===== config.mk =====
export PLATFORM = sky130hd
export DESIGN_NAME = svc_fair_arb
export DESIGN_NICKNAME = d
export VERILOG_FILES = /design/src/rtl/svc_arb_pkg.sv /design/src/rtl/svc_fair_mask.sv /design/src/rtl/svc_type_scanner.sv /design/src/rtl/svc_fair_arb.sv
export SDC_FILE = /design/constraint.sdc
export NUM_CORES = 1
export LEC_CHECK = 0
export ABC_AREA = 1
export BUFFER_PORTS_ARGS = -buffer_cell sky130_fd_sc_hd__buf_2
export CORE_MARGIN = 2
export CORE_UTILIZATION = 50
export CTS_CLUSTER_SIZE = 25
export DETAILED_ROUTE_END_ITERATION = 16
export PLACE_DENSITY = 0.68
export SETUP_SLACK_MARGIN = 0.02
export SLEW_MARGIN = 30
export SYNTH_ARGS = -nofsm -noshare
export SYNTH_HDL_FRONTEND = slang
export SYNTH_SLANG_ARGS = --single-unit

===== constraint.sdc =====
create_clock -name clk_i -period 1.4 [get_ports clk_i]
set_input_delay 0.21 -clock clk_i [delete_from_list [all_inputs] [get_ports clk_i]]
set_output_delay 0.21 -clock clk_i [all_outputs]
set_load 0.005 [all_outputs]

===== src/rtl/svc_arb_pkg.sv =====
package svc_arb_pkg;
  localparam int NKIND = 3;
  typedef enum logic [1:0] {
    KIND_RX  = 2'd0,
    KIND_TX  = 2'd1,
    KIND_MDM = 2'd2
  } svc_kind_e;
endpackage


===== src/rtl/svc_fair_mask.sv =====
module svc_fair_mask #(
  parameter int NCH = 4
) (
  input  logic           clk_i,
  input  logic           rst_ni,
  input  logic [NCH-1:0] need_i,
  input  logic [NCH-1:0] grant_i,
  output logic [NCH-1:0] served_o
);
  logic [NCH-1:0] served_q, served_nx;
  logic           round_done;

  always_comb begin
    served_nx  = served_q | grant_i;
    // round ends when no unserved channel is still pending
    round_done = ~|(need_i & ~served_nx);
  end

  always_ff @(posedge clk_i or negedge rst_ni) begin
    if (!rst_ni)         served_q <= '0;
    else if (round_done) served_q <= '0;
    else                 served_q <= served_nx;
  end

  assign served_o = served_q;
endmodule


===== src/rtl/svc_type_scanner.sv =====
module svc_type_scanner #(
  parameter int NCH = 4,
  localparam int CW = (NCH > 1) ? $clog2(NCH) : 1
) (
  input  logic           clk_i,
  input  logic           rst_ni,
  input  logic [NCH-1:0] need_i,
  input  logic           ack_i,
  output logic           req_o,
  output logic [CW-1:0]  chan_o
);
  logic [CW-1:0]  ptr_q, chan_q;
  logic           posted_q, hit;
  logic [NCH-1:0] grant, served;

  svc_fair_mask #(.NCH(NCH)) u_mask (
    .clk_i   (clk_i),
    .rst_ni  (rst_ni),
    .need_i  (need_i),
    .grant_i (grant),
    .served_o(served)
  );

  always_comb begin
    hit   = !posted_q && need_i[ptr_q] && !served[ptr_q];
    grant = hit ? (NCH'(1) << ptr_q) : '0;
  end

  always_ff @(posedge clk_i or negedge rst_ni) begin
    if (!rst_ni) begin
      ptr_q    <= '0;
      chan_q   <= '0;
      posted_q <= 1'b0;
    end else begin
      if (!posted_q)
        ptr_q <= (ptr_q == CW'(NCH-1)) ? '0 : ptr_q + 1'b1;
      if (hit) begin
        posted_q <= 1'b1;
        chan_q   <= ptr_q;
      end else if (posted_q && ack_i) begin
        posted_q <= 1'b0;
      end
    end
  end

  assign req_o  = posted_q;
  assign chan_o = chan_q;

  AST_HOLD_POST: assert property (@(posedge clk_i) disable iff (!rst_ni)
    posted_q && !ack_i |=> posted_q && $stable(chan_q));
  AST_ACK_RELEASE: assert property (@(posedge clk_i) disable iff (!rst_ni)
    posted_q && ack_i |=> !posted_q);
  AST_POST_HAD_NEED: assert property (@(posedge clk_i) disable iff (!rst_ni)
    $rose(posted_q) |-> ($past(need_i) & (NCH'(1) << chan_q)) != '0);
  AST_NO_EARLY_REPOST: assert property (@(posedge clk_i) disable iff (!rst_ni)
    $rose(posted_q) |-> ($past(served) & (NCH'(1) << chan_q)) == '0);
endmodule


===== src/rtl/svc_fair_arb.sv =====
module svc_fair_arb
  import svc_arb_pkg::*;
#(
  parameter int NCH = 4,
  localparam int CW = (NCH > 1) ? $clog2(NCH) : 1
) (
  input  logic             clk_i,
  input  logic             rst_ni,
  input  logic [NCH-1:0]   rx_need_i,
  input  logic [NCH-1:0]   tx_need_i,
  input  logic [NCH-1:0]   mdm_need_i,
  input  logic [NKIND-1:0] ack_i,
  output logic [NKIND-1:0] req_o,
  output logic [CW-1:0]    rx_chan_o,
  output logic [CW-1:0]    tx_chan_o,
  output logic [CW-1:0]    mdm_chan_o
);
  logic [NCH-1:0] need_k [NKIND];
  logic [CW-1:0]  chan_k [NKIND];

  assign need_k[KIND_RX]  = rx_need_i;
  assign need_k[KIND_TX]  = tx_need_i;
  assign need_k[KIND_MDM] = mdm_need_i;

  for (genvar k = 0; k < NKIND; k++) begin : g_kind
    svc_type_scanner #(.NCH(NCH)) u_scan (
      .clk_i  (clk_i),
      .rst_ni (rst_ni),
      .need_i (need_k[k]),
      .ack_i  (ack_i[k]),
      .req_o  (req_o[k]),
      .chan_o (chan_k[k])
    );
  end

  assign rx_chan_o  = chan_k[KIND_RX];
  assign tx_chan_o  = chan_k[KIND_TX];
  assign mdm_chan_o = chan_k[KIND_MDM];

  AST_RESET_IDLE: assert property (@(posedge clk_i) disable iff (!rst_ni)
    $rose(rst_ni) |-> req_o == '0);
endmodule


== After elaboration in Yosys (flattened, before gate mapping) ==
Cells that the tools add are included.

* Output and inout bits: 9
* Word-level logic and storage cells: 81
* Bits of input ports: 17
* Bits in registers: 27

* Multiplexer cells: 27
* Add/sub/neg operators: 3
* Reduce and logical (&&, ||, !) cells: 21
* Shift operators: 3
* Bitwise operators: 9
* Magnitude comparators: 3
* Equality and inequality tests: 3

{| class="wikitable"
|+ Operators by type and width
! operator !! number
|-
| $mux W4 || 6
|-
| $and A4 B4 Y4 || 3
|-
| $bmux W1 S2 || 6
|-
| $mux W1 || 12
|-
| $not A4 Y4 || 3
|-
| $or A4 B4 Y4 || 3
|-
| $reduce_or A4 Y1 || 3
|-
| $shl A1 B2 Y4 const A || 3
|-
| $logic_and A1 B1 Y1 || 9
|-
| $lt A2 B3 Y1 const B || 3
|-
| $add A2 B1 Y2 const B || 3
|-
| $eq A2 B2 Y1 const B || 3
|-
| $logic_not A1 Y1 || 6
|-
| $mux W2 || 3
|-
| $reduce_bool A2 Y1 || 3
|}

== Depth between registers and ports, before layout ==
* Word-level depth: 10
* Mapped depth: 10
* Depth with buffers taken out: 10

== Cells and area by module ==
From an unflattened synthesis, not the netlist that was laid out.

* Cell total of the unflattened synthesis: 183
* Area total of the unflattened synthesis: 1508.9 um^2

{| class="wikitable"
|+ By module, submodules not included
! module !! times used !! cells an instance !! area an instance (um^2) !! seq. area each (um^2)
|-
| svc_type_scanner || 3 || 42 || 344.1 || 125.1
|-
| svc_fair_mask || 3 || 19 || 158.9 || 100.1
|}

== Least setup slack after synthesis ==
Ideal clock, no wire load.

* Path type: register -> register
* Start: register g_kind[2].u_scan.ptr_q[0]
* End: register g_kind[2].u_scan.u_mask.served_q[0]
* Clock period less this slack: 1.265 ns
* Data required time: 1.280 ns
* Arrival: 1.145 ns
* Setup time: 0.120 ns
* Cell stages (with the launch flop): 11
* Path buffers: 0
* Slack: 0.135 ns
* Cell sequence: dfrtp_1 inv_2 nand3b_2 nand3_2 nand2_2 inv_2 nand3_1 nand2_1 nand2_1 nor2_2 nor2_1

* Longest elaborated chain between the ends: 10
* Elaborated cells on any way between the ends: 14
* Those cells by class: shift: 1; mux: 6; bitwise: 3; reduce/logical: 4

{| class="wikitable"
|+ RTL lines
! element !! line !! text
|-
| start: declaration || svc_type_scanner.sv:12 || <nowiki>logic [CW-1:0] ptr_q, chan_q;</nowiki>
|-
| start signal: assignment || svc_type_scanner.sv:36 || <nowiki>ptr_q <= (ptr_q == CW'(NCH-1)) ? '0 : ptr_q + 1'b1;</nowiki>
|-
| $bmux W1 S2 || svc_type_scanner.sv:25 || <nowiki>hit = !posted_q && need_i[ptr_q] && !served[ptr_q];</nowiki>
|-
| $mux W1 (implied by the code) || svc_type_scanner.sv:25 ||
|-
| $logic_and A1 B1 Y1 / $logic_not A1 Y1 (equally long branches) || svc_type_scanner.sv:25 ||
|-
| $logic_and A1 B1 Y1 || svc_type_scanner.sv:25 ||
|-
| $mux W4 * || svc_type_scanner.sv:26 || <nowiki>grant = hit ? (NCH'(1) << ptr_q) : '0;</nowiki>
|-
| $or A4 B4 Y4 * || svc_fair_mask.sv:14 || <nowiki>served_nx = served_q | grant_i;</nowiki>
|-
| $not A4 Y4 || svc_fair_mask.sv:16 || <nowiki>round_done = ~|(need_i & ~served_nx);</nowiki>
|-
| $and A4 B4 Y4 || svc_fair_mask.sv:16 ||
|-
| $reduce_or A4 Y1 || svc_fair_mask.sv:16 ||
|-
| $mux W4 * || svc_fair_mask.sv:21 || <nowiki>else if (round_done) served_q <= '0;</nowiki>
|-
| end signal: assignment || svc_fair_mask.sv:22 || <nowiki>else served_q <= served_nx;</nowiki>
|-
| end: declaration || svc_fair_mask.sv:10 || <nowiki>logic [NCH-1:0] served_q, served_nx;</nowiki>
|}

Mark *: on every way between the ends. The rest lies on a longest branch, timed or not. The select of a mux whose other input is x is not followed.
A chain may end at the register's enable or synchronous reset.

== Worst setup path after layout ==
* Start: register g_kind[2].u_scan.ptr_q[0]
* End: register g_kind[2].u_scan.u_mask.served_q[1]

The elaborated chain is that of the path after synthesis.

==> impl_metrics.tcl <==
set metrics [dict create \
    status "complete, but fails checks" \
    violations "setup timing" \
    worst_pin_slew_ns 0.608 \
    layout.nets 256 \
    p_total_mw 4.61 \
    num_rows 20 \
    critPathRequiredTime_ns 1.62 \
    synth_top_cells_by_count "dfrtp_1, inv_1, nand2_1, nand3_1, nor2_1" \
    via_count 1432 \
    drtIter0Drc 52 \
    drt-total-wl_um 3730 \
    clock_latency_ns 0.32 \
    synth_simple_gate_area_frac 0.290 \
    clock_path_buffers 2 \
    ys_top_cells_by_area "dfrtp_1, ha_1, nand3_1" \
    grt_setup_unrepaired "yes" \
    synth.cell_area_mm2 0.00153 \
    fmax_ghz 0.692 \
    root_buffer "clkbuf_4" \
    route.detailed.drc 0 \
    cts-buffers-inserted 3 \
    portBuffers 25 \
    end_kind "flop" \
    slew_headroom 0.595 \
    synth_top_family_by_area "simple AND/OR/NAND/NOR gates" \
    grt_pass1_wl_um 5460 \
    yosysMostFrequentCell "dfrtp_1" \
    gp_routability_congestion 0.855 \
    synth_top_area_cell "dfrtp_1" \
    drive_gt1_frac 0.376 \
    die_area_mm2 0.00353 \
    setup_violations 4 \
    syn_avg_cell_area_um2 8.38 \
    critPathKind "reg2reg" \
    core_mm2 0.00298 \
    synth_compound_area_frac 0.0881 \
    ys_types 16 \
    ys_seq_area_frac 0.440 \
    ys_ff_latch 27 \
    diodes 0 \
    syn_to_final_growth_pct 32.0 \
    drv_cap 0 \
    skew_ns 0.00337 \
    crit_path_top_delay_cell "dfrtp_2" \
    synth_edf_count 0 \
    synth_ff_type "dfrtp_1" \
    start_util 0.515 \
    fin_util 0.680 \
    hpwl_um 2530 \
    p_leak_nw 1.00 \
    hold_viol_final 0 \
    grt_max_degree 28 \
    cp_data_arrival_time_ns 1.67 \
    postRouteAntennaNets 0 \
    overflow 0 \
    fin_ws_ns -0.0446 \
    netlist_instances 183 \
    vias_per_cell 5.53 \
    slew_viol_final 0 \
    post-route-min-period_ns 1.44 \
    crit_fanout 6 \
    antenna_found_initial 0 \
    synthMuxAreaShare 0 \
    grt_usage 0.204 \
    post-route-period-util 1.03 \
    path_cells "clkinv_4 -> nand3b_4 -> nand3_2 -> nand2_2 -> inv_2 -> nand3_1 -> nand2_1 -> nand2_2 -> nor2_4 -> nor2_1" \
    synth_fp_nets 212 \
    cts-htree-levels 1 \
    hold_class "in2reg" \
    grt_pass1_vias 1342 \
    first_pass_iters 4 \
    chipHeight_um 59.4 \
    crit_top_cell "nand2_2" \
    die_x_um 59.4 \
    cp-start-kind "flop" \
    critical_path.max_stage_delay_ns 0.48 \
    synth_warnings 0 \
    synthXorXnorAreaFrac 0 \
    cts_tree "done" \
    clkTransAtPathRegs_ns 0.15 \
    powerDensity_mw_per_mm2 2280 \
    synthArstFlopShare 1.00 \
    wire_per_inst_um 14.4 \
    synthAdderAreaFrac 0.0979 \
    netlist.area_leader.share 0.440 \
    ios 26 \
    ir_drop_mv 1.06 \
    clock_sinks 27 \
]
cell usage in the layout, fill, tap and decap left out, types with 2 or more instances in the layout:
cell type / Yosys / final
dfrtp_1: 27 / 25
buf_2: 0 / 25
inv_1: 22 / 19
nand2_1: 22 / 18
nor2_1: 18 / 18
o21ai_0: 15 / 15
buf_4: 3 / 15
nand3_1: 22 / 14
a21oi_1: 12 / 12
nand3_4: 0 / 10
nand4_1: 9 / 9
ha_1: 12 / 8
inv_2: 5 / 6
nand2_2: 3 / 6
nand3_2: 8 / 6
nor2_4: 0 / 3
ha_2: 0 / 3
clkbuf_4: 0 / 3
clkinv_4: 0 / 2
dfrtp_2: 0 / 2
routing by layer:
metal,global-route usage,share of wire,vias to the layer above
met3,0.0284,0.046,11
met2,0.370,0.53,52
met1,0.232,0.40,670
li1,-,-,699
met5,0,0,-
met4,0.0974,0.024,0
through the flow:
step	cell area [um^2]	TNS [ns]	setup WS (ns)	instances	hold slack, ns
final	2020	-0.151	-0.0446	259	0.0500
after global routing	2020	-0.819	-0.0814	259	0.0297
after CTS	1830	0	0.0179	255	0.0434
after detailed placement	1730	-0.308	-0.0502	245	0.255
after global placement	1730	-0.0625	-0.0188	245	0.246
after floorplan	1530	0	0.135	183	-0.0856
cell type report:
| cell class | instances | area (um^2) |
|---|---|---|
| clock buffers | 4 | 26.3 |
| flip-flops and latches | 27 | 678 |
| repair buffers | 42 | 259 |
| well taps | 33 | 41.3 |
| inverters | 28 | 115 |
| fillers | 235 | 953 |
| multi-input cells | 125 | 905 |
kinds of logic after synthesis:
| family | after synthesis |
|---|---|
| AO/OA/AOI/OAI | 27 |
| AND/OR/NAND/NOR | 86 |
| flip-flops | 27 |
| adder cells (fa/ha/maj) | 12 |
| buffers and inverters | 31 |
power by group:
group	switching, mW	internal [mW]	total (mW)
clock	0.227	0.111	0.338
sequential	0.283	1.15	1.43
combinational	1.66	1.18	2.84
total	2.17	2.44	4.61
critical path: cells and delay by family (launching register included):
family	cells	cell delay, ns
buffers and inverters	2	0.18
DFF	1	0.48
and+or+nand+nor	8	0.69
state kept, by name (all words and copies together), names as in the netlist:
register	flops
g_kind.u_scan.chan_o	6
g_kind.u_scan.ptr_q	6
g_kind.u_scan.req_o	3
g_kind.u_scan.u_mask.served_o	12
path summary, 6_finish.rpt:
path / cells past startpoint / slack, ns / to / startpoint
max in group asynchronous: 2 / 0.56 / g_kind[2].u_scan.ptr_q[0] / rst_ni
min: 2 / 0.05 / g_kind[0].u_scan.req_o / ack_i[0]
max: 10 / -0.04 / g_kind[2].u_scan.u_mask.served_o[1] / g_kind[2].u_scan.ptr_q[0]
max reg2reg: 10 / -0.04 / g_kind[2].u_scan.u_mask.served_o[1] / g_kind[2].u_scan.ptr_q[0]
min reg2reg: 2 / 0.50 / g_kind[2].u_scan.chan_o[0] / g_kind[2].u_scan.chan_o[0]
min in group asynchronous: 2 / 0.41 / g_kind[1].u_scan.ptr_q[0] / rst_ni
timing repair:
| item | in CTS | in global routing |
|---|---|---|
| endpoints found under the setup margin | 12 | 12 |
| hold buffers | 1 | 0 |
| gates cloned | 0 | 0 |
| buffers inserted | 5 | 4 |
| pin swaps | 3 | 14 |
| gates resized for setup | 9 | 33 |
| endpoints found under the hold margin | 27 | 0 |
Note: power is estimated with default switching activity, not from simulation.
